`config.mk`:
```
export PLATFORM = sky130hd
export DESIGN_NAME = afifo_irq_ctrl
export DESIGN_NICKNAME = d
export VERILOG_FILES = /design/src/rtl/afifo_irq_pkg.sv /design/src/rtl/afifo_irq_ctrlreg.sv /design/src/rtl/afifo_irq_lvlcmp.sv /design/src/rtl/afifo_irq_status.sv /design/src/rtl/afifo_irq_ctrl.sv
export SDC_FILE = /design/constraint.sdc
export NUM_CORES = 1
export LEC_CHECK = 0
export ABC_AREA = 1
export BUFFER_PORTS_ARGS = -buffer_cell sky130_fd_sc_hd__buf_2
export CAP_MARGIN = 10
export CELL_PAD_IN_SITES_DETAIL_PLACEMENT = 1
export CELL_PAD_IN_SITES_GLOBAL_PLACEMENT = 1
export CORE_MARGIN = 1
export CORE_UTILIZATION = 37
export CTS_CLUSTER_SIZE = 12
export DETAILED_ROUTE_END_ITERATION = 8
export PLACE_DENSITY_LB_ADDON = 0.2
export SETUP_SLACK_MARGIN = 0.2
export SLEW_MARGIN = 40
export SYNTH_ARGS = -nofsm -noshare
export SYNTH_HDL_FRONTEND = slang
export SYNTH_SLANG_ARGS = --single-unit
```
`constraint.sdc`:
```
create_clock -name clk -period 1.55 [get_ports clk]
set_clock_uncertainty 0.1 [all_clocks]
set_input_delay 0.31 -clock clk [delete_from_list [all_inputs] [get_ports clk]]
set_output_delay 0.31 -clock clk [all_outputs]
set_load 0.03 [all_outputs]
```
`src/rtl/afifo_irq_pkg.sv`:
```
package afifo_irq_pkg;
  localparam int unsigned ADDR_W = 3;
  localparam int unsigned ST_W   = 4;
  localparam int unsigned CTRL_W = 6;

  localparam logic [ADDR_W-1:0] A_CTRL_SET = 3'd0;
  localparam logic [ADDR_W-1:0] A_CTRL_CLR = 3'd1;
  localparam logic [ADDR_W-1:0] A_THRESH   = 3'd2;
  localparam logic [ADDR_W-1:0] A_RAW      = 3'd3;
  localparam logic [ADDR_W-1:0] A_MASK     = 3'd4;
  localparam logic [ADDR_W-1:0] A_ICLR     = 3'd5;
  localparam logic [ADDR_W-1:0] A_TX_LVL   = 3'd6;
  localparam logic [ADDR_W-1:0] A_RX_LVL   = 3'd7;

  // control word bit positions
  localparam int unsigned C_TX_EN  = 0;
  localparam int unsigned C_RX_EN  = 1;
  localparam int unsigned C_TX_RST = 2;
  localparam int unsigned C_RX_RST = 3;
  localparam int unsigned C_TX_IE  = 4;
  localparam int unsigned C_RX_IE  = 5;

  // status bit positions
  localparam int unsigned S_RX_REQ = 0;
  localparam int unsigned S_TX_REQ = 1;
  localparam int unsigned S_RX_OVF = 2;
  localparam int unsigned S_TX_UDF = 3;
endpackage

```
`src/rtl/afifo_irq_ctrlreg.sv`:
```
module afifo_irq_ctrlreg
  import afifo_irq_pkg::*;
(
  input  logic              clk,
  input  logic              rst_n,
  input  logic              set_we,
  input  logic              clr_we,
  input  logic [CTRL_W-1:0] wdata,
  output logic [CTRL_W-1:0] ctrl_q,
  output logic              tx_rst_p,
  output logic              rx_rst_p
);
  localparam logic [CTRL_W-1:0] KEEP =
    CTRL_W'((1 << C_TX_EN) | (1 << C_RX_EN) | (1 << C_TX_IE) | (1 << C_RX_IE));

  logic [CTRL_W-1:0] ctrl_d;
  logic              upd_en;
  logic              tx_rst_d, rx_rst_d;

  always_comb begin
    upd_en = set_we | clr_we;
    ctrl_d = ctrl_q;
    if (set_we) ctrl_d = ctrl_d | (wdata & KEEP);
    if (clr_we) ctrl_d = ctrl_d & ~(wdata & KEEP);
    tx_rst_d = set_we & wdata[C_TX_RST];
    rx_rst_d = set_we & wdata[C_RX_RST];
  end

  always_ff @(posedge clk or negedge rst_n) begin
    if (!rst_n) begin
      ctrl_q <= '0;
    end else if (upd_en) begin
      ctrl_q <= ctrl_d;
    end
  end

  always_ff @(posedge clk or negedge rst_n) begin
    if (!rst_n) begin
      tx_rst_p <= 1'b0;
      rx_rst_p <= 1'b0;
    end else begin
      tx_rst_p <= tx_rst_d;
      rx_rst_p <= rx_rst_d;
    end
  end

  p_set_en_r9: assert property (@(posedge clk) disable iff (!rst_n)
    (set_we && wdata[C_TX_EN]) |=> ctrl_q[C_TX_EN]);
  p_clr_en_r9: assert property (@(posedge clk) disable iff (!rst_n)
    (clr_we && wdata[C_RX_EN]) |=> !ctrl_q[C_RX_EN]);
  p_pulse_src_r10: assert property (@(posedge clk) disable iff (!rst_n)
    tx_rst_p |-> $past(set_we && wdata[C_TX_RST]));
  p_pulse_once_r10: assert property (@(posedge clk) disable iff (!rst_n)
    (rx_rst_p && !$past(set_we && wdata[C_RX_RST])) |-> 1'b0);
endmodule

```
`src/rtl/afifo_irq_lvlcmp.sv`:
```
module afifo_irq_lvlcmp #(
  parameter int unsigned LVL_W    = 8,
  parameter bit          AT_ABOVE = 1'b1
) (
  input  logic [LVL_W-1:0] lvl_l,
  input  logic [LVL_W-1:0] lvl_r,
  input  logic [LVL_W-1:0] thr,
  output logic             req
);
  logic [1:0] hit;
  generate
    if (AT_ABOVE) begin : g_above
      always_comb begin
        hit[0] = (lvl_l >= thr);
        hit[1] = (lvl_r >= thr);
      end
    end else begin : g_below
      always_comb begin
        hit[0] = (lvl_l <= thr);
        hit[1] = (lvl_r <= thr);
      end
    end
  endgenerate
  assign req = |hit;
endmodule

```
`src/rtl/afifo_irq_status.sv`:
```
module afifo_irq_status
  import afifo_irq_pkg::*;
(
  input  logic            clk,
  input  logic            rst_n,
  input  logic            rx_req,
  input  logic            tx_req,
  input  logic            ovf_ev,
  input  logic            udf_ev,
  input  logic            clr_we,
  input  logic            mask_we,
  input  logic [ST_W-1:0] wd,
  input  logic            rx_ie,
  input  logic            tx_ie,
  output logic [ST_W-1:0] st_q,
  output logic [ST_W-1:0] mask_q,
  output logic            irq
);
  logic [ST_W-1:0] st_d;
  logic [ST_W-1:0] clr_bits;
  logic [ST_W-1:0] gate;

  always_comb begin
    clr_bits = clr_we ? wd : '0;
    st_d = '0;
    st_d[S_RX_REQ] = rx_req;
    st_d[S_TX_REQ] = tx_req;
    st_d[S_RX_OVF] = (st_q[S_RX_OVF] & ~clr_bits[S_RX_OVF]) | ovf_ev;
    st_d[S_TX_UDF] = (st_q[S_TX_UDF] & ~clr_bits[S_TX_UDF]) | udf_ev;
    gate = '1;
    gate[S_RX_REQ] = rx_ie;
    gate[S_TX_REQ] = tx_ie;
    irq = |(st_q & ~mask_q & gate);
  end

  always_ff @(posedge clk or negedge rst_n) begin
    if (!rst_n) st_q <= '0;
    else        st_q <= st_d;
  end

  always_ff @(posedge clk or negedge rst_n) begin
    if (!rst_n)       mask_q <= '0;
    else if (mask_we) mask_q <= wd;
  end

  p_sticky_r3: assert property (@(posedge clk) disable iff (!rst_n)
    (st_q[S_RX_OVF] && !(clr_we && wd[S_RX_OVF])) |=> st_q[S_RX_OVF]);
  p_event_wins_r3: assert property (@(posedge clk) disable iff (!rst_n)
    udf_ev |=> st_q[S_TX_UDF]);
  p_clear_r4: assert property (@(posedge clk) disable iff (!rst_n)
    (clr_we && wd[S_TX_UDF] && !udf_ev) |=> !st_q[S_TX_UDF]);
endmodule

```
`src/rtl/afifo_irq_ctrl.sv`:
```
module afifo_irq_ctrl
  import afifo_irq_pkg::*;
#(
  parameter int unsigned LVL_W   = 8,
  parameter int unsigned DATA_W  = 16,
  parameter int unsigned THR_RST = 8
) (
  input  logic              clk,
  input  logic              rst_n,
  input  logic              wr_en,
  input  logic [ADDR_W-1:0] wr_addr,
  input  logic [DATA_W-1:0] wr_data,
  input  logic [ADDR_W-1:0] rd_addr,
  output logic [DATA_W-1:0] rd_data,
  input  logic [LVL_W-1:0]  tx_lvl_l,
  input  logic [LVL_W-1:0]  tx_lvl_r,
  input  logic [LVL_W-1:0]  rx_lvl_l,
  input  logic [LVL_W-1:0]  rx_lvl_r,
  input  logic              rx_ovf_evt,
  input  logic              tx_udf_evt,
  output logic              tx_en,
  output logic              rx_en,
  output logic              tx_fifo_rst,
  output logic              rx_fifo_rst,
  output logic              irq
);
  localparam int unsigned PAIR_W = 2 * LVL_W;
  localparam logic [LVL_W-1:0] THR_INIT = LVL_W'(THR_RST);

  // reset: asynchronous assert, synchronous release
  logic [1:0] rs_q;
  logic       rst_core_n;
  always_ff @(posedge clk or negedge rst_n) begin
    if (!rst_n) rs_q <= '0;
    else        rs_q <= {rs_q[0], 1'b1};
  end
  assign rst_core_n = rs_q[1];

  // write decode
  logic set_we, clr_we, thr_we, mask_we, iclr_we;
  always_comb begin
    set_we  = wr_en & (wr_addr == A_CTRL_SET);
    clr_we  = wr_en & (wr_addr == A_CTRL_CLR);
    thr_we  = wr_en & (wr_addr == A_THRESH);
    mask_we = wr_en & (wr_addr == A_MASK);
    iclr_we = wr_en & (wr_addr == A_ICLR);
  end

  // thresholds
  logic [LVL_W-1:0] thr_tx_q, thr_rx_q, thr_tx_d, thr_rx_d;
  always_comb begin
    thr_tx_d = wr_data[LVL_W-1:0];
    thr_rx_d = wr_data[PAIR_W-1:LVL_W];
  end
  always_ff @(posedge clk or negedge rst_core_n) begin
    if (!rst_core_n) begin
      thr_tx_q <= THR_INIT;
      thr_rx_q <= THR_INIT;
    end else if (thr_we) begin
      thr_tx_q <= thr_tx_d;
      thr_rx_q <= thr_rx_d;
    end
  end

  // control word
  logic [CTRL_W-1:0] ctrl_q;
  afifo_irq_ctrlreg u_ctrl (
    .clk      (clk),
    .rst_n    (rst_core_n),
    .set_we   (set_we),
    .clr_we   (clr_we),
    .wdata    (wr_data[CTRL_W-1:0]),
    .ctrl_q   (ctrl_q),
    .tx_rst_p (tx_fifo_rst),
    .rx_rst_p (rx_fifo_rst)
  );
  assign tx_en = ctrl_q[C_TX_EN];
  assign rx_en = ctrl_q[C_RX_EN];

  // level comparisons
  logic rx_req, tx_req;
  afifo_irq_lvlcmp #(.LVL_W(LVL_W), .AT_ABOVE(1'b1)) u_rx_cmp (
    .lvl_l (rx_lvl_l),
    .lvl_r (rx_lvl_r),
    .thr   (thr_rx_q),
    .req   (rx_req)
  );
  afifo_irq_lvlcmp #(.LVL_W(LVL_W), .AT_ABOVE(1'b0)) u_tx_cmp (
    .lvl_l (tx_lvl_l),
    .lvl_r (tx_lvl_r),
    .thr   (thr_tx_q),
    .req   (tx_req)
  );

  // status, mask, interrupt
  logic [ST_W-1:0] st_q, mask_q;
  afifo_irq_status u_stat (
    .clk     (clk),
    .rst_n   (rst_core_n),
    .rx_req  (rx_req),
    .tx_req  (tx_req),
    .ovf_ev  (rx_ovf_evt),
    .udf_ev  (tx_udf_evt),
    .clr_we  (iclr_we),
    .mask_we (mask_we),
    .wd      (wr_data[ST_W-1:0]),
    .rx_ie   (ctrl_q[C_RX_IE]),
    .tx_ie   (ctrl_q[C_TX_IE]),
    .st_q    (st_q),
    .mask_q  (mask_q),
    .irq     (irq)
  );

  // read mux
  always_comb begin
    rd_data = '0;
    case (rd_addr)
      A_CTRL_SET, A_CTRL_CLR: rd_data[CTRL_W-1:0] = ctrl_q;
      A_THRESH: begin
        rd_data[LVL_W-1:0]      = thr_tx_q;
        rd_data[PAIR_W-1:LVL_W] = thr_rx_q;
      end
      A_RAW:  rd_data[ST_W-1:0] = st_q;
      A_MASK: rd_data[ST_W-1:0] = mask_q;
      A_TX_LVL: begin
        rd_data[LVL_W-1:0]      = tx_lvl_l;
        rd_data[PAIR_W-1:LVL_W] = tx_lvl_r;
      end
      A_RX_LVL: begin
        rd_data[LVL_W-1:0]      = rx_lvl_l;
        rd_data[PAIR_W-1:LVL_W] = rx_lvl_r;
      end
      default: rd_data = '0;
    endcase
  end

  p_mask_all_r5: assert property (@(posedge clk) disable iff (!rst_core_n)
    (&mask_q) |-> !irq);
  p_ien_gate_r6: assert property (@(posedge clk) disable iff (!rst_core_n)
    (!ctrl_q[C_TX_IE] && !ctrl_q[C_RX_IE] && mask_q[S_RX_OVF] && mask_q[S_TX_UDF]) |-> !irq);
  p_rst_bits_r10: assert property (@(posedge clk) disable iff (!rst_core_n)
    !ctrl_q[C_TX_RST] && !ctrl_q[C_RX_RST]);
endmodule

```
==> results.sh, run 1 <==
export IMPL_status="finished, violations left"
export IMPL_violations="DRC, setup timing"
export IMPL_top_layer="met4"
export IMPL_dr_pass1_iters=6
export IMPL_multiInputGateArea_mm2=0.001800
export IMPL_die_y_um=84.84
export IMPL_end_kind="output pin"
export IMPL_grt_pass1_wl_um=14310
export IMPL_grt_ovfl_total=0
export IMPL_yosys_register_bits=32
export IMPL_drt_total_wl_um=9091
export IMPL_vias=2701
export IMPL_syn_avg_cell_area_um2=7.578
export IMPL_root_buffer="clkbuf_8"
export IMPL_gp_congestion=0.8355
export IMPL_detail_route_wl_per_cell_um=17.35
export IMPL_max_freq_mhz=591.8
export IMPL_drive_above_1_share=0.4519
export IMPL_min_to="u_stat.st_q[2]$_DFF_PN0_"
export IMPL_dp_hpwl_um=6280
export IMPL_dieWidth_um=84.84
export IMPL_wl_met3_um=246
export IMPL_drtAntennaViolNets=0
export IMPL_ys_warnings_count=0
export IMPL_worst_endpoint_arrival_ns=1.28
export IMPL_wl_met1_um=3720
export IMPL_yosysSeqAreaShare=0.3164
export IMPL_clkSlewWorstSetupHoldPaths_ns=0.08
export IMPL_fill_cells=803
export IMPL_p_leak_nw=2.041
export IMPL_regArea_um2=803.3
export IMPL_startpoint_type="flop"
export IMPL_hold_viol=0
export IMPL_r2r_setup_slack_ns=-0.05
export IMPL_critPathMaxStageDelay_ns=0.40
export IMPL_min_path_cells=2
export IMPL_path_cells="inv_2, o22ai_2, a21oi_2, o31ai_2, buf_4"
export IMPL_vias_per_cell=5.155
export IMPL_postLayoutSetupSlackWorst_ns=-0.1398
export IMPL_grt_antenna_before_repair=0
export IMPL_synth_nets=426
export IMPL_path_buf_inv=2
export IMPL_cap_violations=0
export IMPL_setup_viol=17
export IMPL_stdcell_count=524
export IMPL_grt_setup_unrepaired="true"
export IMPL_post_route_period_util=1.090
export IMPL_synth_edff_count=0
export IMPL_synth_flop_cell="dfrtp_1"
export IMPL_grt_usage=0.2571
export IMPL_worstSetupPathType="flop to output pin"
export IMPL_slew_viol_final=0
export IMPL_cts_sinks=32
export IMPL_synth_async_reset_ratio=1.000
export IMPL_crit_path_top_delay_cell="dfrtp_1"
export IMPL_fin_total_pwr_mw=3.596
export IMPL_startpoint="u_stat.st_q[3]$_DFF_PN0_"
export IMPL_die_area_mm2=0.007197
export IMPL_drc=5
export IMPL_drt_iter0_drc=63
export IMPL_reg2regPathDepth=9
export IMPL_r2r_end="u_stat.st_q[1]$_DFF_PN0_"
export IMPL_n_antenna_cell=0
export IMPL_clock_latency_ns=0.30
export IMPL_hold_class="input port to flop"
export IMPL_cts_tree="yes"
export IMPL_crit_family="flip-flops"
export IMPL_start_util=0.3909
export IMPL_synth_cell_type_count=36
export IMPL_io_buffers=79
export IMPL_cts_buffer_depth=2
export IMPL_required_ns=1.14
export IMPL_grt_pass1_vias=2950
export IMPL_dp_cells=502
export IMPL_wl_met2_um=4873
export IMPL_fp_row_count=29
export IMPL_hp_start="rx_ovf_evt"
export IMPL_syn_area_mm2=0.002539
export IMPL_powerDensity_mw_per_mm2=913.6
export IMPL_nets=537
export IMPL_io_pins=80
export IMPL_min_period_ns=1.690
export IMPL_critical_path_max_fanout=2
export IMPL_reg2reg_from="thr_tx_q[3]$_DFFE_PN1P_"
export IMPL_cts_made_buffers=5
export IMPL_h_tree_depth=2
export IMPL_core_area_mm2=0.006495
export IMPL_grt_max_degree=33
export IMPL_synthToLayoutAreaGrowth_pct=55.05
export IMPL_peakVddDrop_mv=0.4968
export IMPL_netlist_instances=335
==> layout by cell type, fill, tap and decap left out, types with 2 or more instances in the layout <==
master    synthesis  routed
nand2_1          75      62
nand4_1           5       5
buf_12            1       5
nor2_2            0       2
inv_1            58      42
o21bai_1          2       2
buf_4             1      21
dfstp_2           2       2
buf_2             2      58
nand2_4           0       7
inv_4             0       6
nor3_4            1       2
o21ai_0          12      12
clkbuf_8          0       5
nor2_1           36      33
buf_6             1      25
ha_1             32      22
a21oi_2           1       6
nand3_1           8       7
a21oi_1          21      16
inv_6             0       2
inv_2             5      12
o21ai_4           0       9
nand2_2           1       7
nand3_4           0       2
a22oi_2           9       9
ha_4              0      10
o21ai_1           9       8
dfrtp_1          30      30
==> cell families after synthesis <==
kind of cell / share of synthesized area
other cells: 0.001477
compound gates: 0.1927
fa+ha+maj: 0.1577
simple gates: 0.2159
buf+inv: 0.1158
flops: 0.3164
==> worst max-delay path by stage <==
stage                 endpoint  cells past startpoint  slack [ns]
detailed placement  rd_data[1]                      8       -0.27
global route               irq                      5       -0.16
floorplan           rd_data[4]                      5       0.003
CTS                        irq                      5       -0.12
finish                     irq                      5       -0.14
global placement    rd_data[1]                      8       -0.23
==> where the power goes <==
part,switching [mW],internal (mW)
combinational,0.947,0.722
clock,0.361,0.476
sequential,0.107,0.983
total,1.42,2.18
==> area by class of cell <==
type                            instances  share of cell area
Clock buffer                            5             0.01748
Clock inverter                          3             0.01081
Inverter                               64             0.07247
Multi-Input combinational cell        233              0.4574
Sequential cell                        32              0.2041
Tap cell                               77             0.02448
Timing Repair Buffer                  110              0.2133
==> Yosys cell counts, types with 5 or more instances <==
| library cell | count | area (um^2) |
|---|---|---|
| nand3_1 | 8 | 40.04 |
| o21ai_1 | 9 | 45.04 |
| nor2_1 | 36 | 135.1 |
| nand4_1 | 5 | 31.28 |
| dfrtp_1 | 30 | 750.7 |
| o21ai_2 | 8 | 70.07 |
| nand2_1 | 75 | 281.5 |
| a21oi_1 | 21 | 105.1 |
| inv_2 | 5 | 18.77 |
| a22oi_2 | 9 | 112.6 |
| o21ai_0 | 12 | 60.06 |
| ha_1 | 32 | 400.4 |
| inv_1 | 58 | 217.7 |
==> what timing repair did <==
action,4_1_cts,5_1_grt
gates resized for setup,93,26
pin swaps,24,17
hold endpoints to repair,2,0
endpoints found under the setup margin,19,20
hold buffers,1,0
setup buffers,8,5
==> stage by stage <==
stage	TNS [ns]	util	hold WS (ns)	cell area (um^2)	worst slack (ns)
after floorplan	0	-	-0.08559	2694	0.002731
after global placement	-2.595	0.5039	-0.004441	3273	-0.2301
after detailed placement	-2.944	0.5039	-0.004826	3273	-0.2721
after CTS	-1.007	0.5825	0.1097	3784	-0.1243
after global routing	-1.611	0.6060	0.1241	3936	-0.1645
final	-1.031	0.6060	0.1061	3936	-0.1398
==> worst register-to-register path, stage by stage, from the launching register on <==
cell and delay, ns:
dfstp_2 0.55, buf_6 0.11, inv_6 0.04, ha_4 0.26
nand2_2 0.05, nor2_1 0.14, nand2_1 0.09, nand2_1 0.08
inv_1 0.04, nand3_2 0.07
==> layer usage <==
| layer | track usage | up-vias |
|---|---|---|
| li1 | - | 1304 |
| met1 | 0.3127 | 1312 |
| met2 | 0.4730 | 66 |
| met3 | 0.02529 | 19 |
| met4 | 0.09091 | 0 |
| met5 | 0 | - |
(Power assumes the default switching activity.)
==> run 2, diff against run 1 <==
MAX_ROUTING_LAYER = met4   (was unset)
clock period = 1.9 ns   (was 1.55 ns; I/O delays follow)
==> run 2 against run 1 <==
Effect of this change: the run ends with DRC left; count of clock-buffer cells in the layout is the same; clock power shrank 33%; first-iteration DRC count grew 11%; sequential cell count is the same; sequential power shrank 19%; critical endpoint is now rd_data[2].
==> results.sh, run 2 (synthesis gave the netlist of run 1 again) <==
export IMPL_status="finished, violations left"
export IMPL_violations="DRC"
export IMPL_post_route_period_util=0.9399
export IMPL_setup_viol=0
export IMPL_wl_met1_um=3624
export IMPL_wl_met2_um=3830
export IMPL_gp_congestion=0.8373
export IMPL_regArea_um2=803.3
export IMPL_cap_violations=0
export IMPL_end_kind="output pin"
export IMPL_dp_hpwl_um=6076
export IMPL_vias=2600
export IMPL_io_pins=80
export IMPL_drive_above_1_share=0.3670
export IMPL_clock_latency_ns=0.29
export IMPL_grt_ovfl_total=0
export IMPL_core_area_mm2=0.006495
export IMPL_hold_class="flop to async pin"
export IMPL_grt_max_degree=33
export IMPL_fill_cells=849
export IMPL_drtAntennaViolNets=0
export IMPL_h_tree_depth=2
export IMPL_grt_usage=0.2382
export IMPL_drt_total_wl_um=7879
export IMPL_grt_pass1_vias=2750
export IMPL_grt_pass1_wl_um=13040
export IMPL_cts_tree="yes"
export IMPL_slew_viol_final=0
export IMPL_postLayoutSetupSlackWorst_ns=0.1143
export IMPL_layout_commonest_cell="nand2_1"
export IMPL_drc=7
export IMPL_die_area_mm2=0.007197
export IMPL_vias_per_cell=5.068
export IMPL_fin_setup_tns_ns=0
export IMPL_start_util=0.3909
export IMPL_grt_antenna_before_repair=0
export IMPL_top_layer="met4"
export IMPL_wl_met3_um=238
export IMPL_layout_common_cells="70 x nand2_1, 59 x buf_2, 55 x inv_1"
export IMPL_max_freq_mhz=560.0
export IMPL_cts_sinks=32
export IMPL_required_ns=1.42
export IMPL_synthToLayoutAreaGrowth_pct=37.46
export IMPL_dieWidth_um=84.84
export IMPL_multiInputGateArea_mm2=0.001548
export IMPL_root_buffer="clkbuf_8"
export IMPL_critical_path_max_fanout=6
export IMPL_drt_iter0_drc=70
export IMPL_worst_endpoint_arrival_ns=1.31
export IMPL_detail_route_wl_per_cell_um=15.36
export IMPL_dp_slack_ns=0.003588
export IMPL_powerDensity_mw_per_mm2=712.8
export IMPL_startpoint_type="input port"
export IMPL_cts_made_buffers=5
export IMPL_reg2regPathDepth=9
export IMPL_n_antenna_cell=0
export IMPL_grt_setup_unrepaired="true"
export IMPL_peakVddDrop_mv=0.5022
export IMPL_p_leak_nw=1.919
export IMPL_nets=526
export IMPL_cts_buffer_depth=2
export IMPL_worstSetupPathType="input port to output pin"
export IMPL_dr_pass1_iters=6
export IMPL_die_y_um=84.84
export IMPL_io_buffers=79
export IMPL_min_period_ns=1.786
export IMPL_fp_row_count=29
export IMPL_hold_viol=0
export IMPL_clkSlewWorstSetupHoldPaths_ns=0.08
-- run 2: cell count changes in the layout (fill, tap and decap cells not counted), sizes merged --
cell,delta
buf,-12
bufinv,-1
clkbuf,+1
clkinv,+1
clkinvlp,+1
inv,-1
-- run 2: stage by stage --
step           total power [mW]  instance area, um^2    util  hold slack (ns)  cells
2_1_floorplan             1.505                 2554       -         -0.01559    335
3_3_place_gp              1.778                 3088  0.4754          0.06694    496
3_5_place_dp              1.826                 3088  0.4754          0.06919    496
4_1_cts                   2.463                 3397  0.5230           0.1834    511
5_1_grt                   2.670                 3490  0.5373           0.1922    513
6_report                  2.487                 3490  0.5373           0.1720    513
-- run 2: where the power goes --
part           switching [mW]  leakage (nW)  internal, mW
clock                   0.300        0.0404         0.260
combinational           0.629          1.51         0.418
sequential             0.0807         0.367         0.801
-- run 2: worst paths after layout --
kind | startpoint | end | slack, ns
min reg2reg | rs_q[1]$_DFF_PN0_ | thr_rx_q[5]$_DFFE_PN0P_ | 0.17
max in group asynchronous | rs_q[1]$_DFF_PN0_ | thr_tx_q[3]$_DFFE_PN1P_ | 1.20
min in group clk | tx_udf_evt | u_stat.st_q[3]$_DFF_PN0_ | 0.19
max | rd_addr[1] | rd_data[2] | 0.11
max reg2reg | thr_tx_q[3]$_DFFE_PN1P_ | u_stat.st_q[1]$_DFF_PN0_ | 0.32
min | rs_q[1]$_DFF_PN0_ | thr_rx_q[5]$_DFFE_PN0P_ | 0.17
-- run 2: per-layer routing --
metal | up-vias | GRT usage
li1 | 1289 | -
met2 | 65 | 0.3984
met1 | 1228 | 0.2960
met3 | 18 | 0.03113
met5 | - | -
met4 | 0 | 0.08629
-- run 2: what timing repair did --
action	in CTS	in global routing
gates cloned	0	0
gates resized for setup	47	23
pin swaps	9	4
endpoints found under the hold margin	2	0
buffers inserted	6	2
endpoints found under the setup margin	17	17
hold buffers	1	0
-- run 2: layout make-up --
class                      count  area share
clock buffer                   5     0.01972
clock inverter                 3    0.006812
inverter                      64     0.07243
multi-input combinational    233      0.4435
sequential                    32      0.2302
tap                           77     0.02761
timing repair buffer          99      0.1997
-- run 2: critical path, cell delays in order --
cell and delay (ns):
buf_12 0.12, buf_6 0.12, nor3_4 0.24, nand2_1 0.11
o21ai_2 0.08, nor2_2 0.05, nand2_1 0.07, buf_6 0.13
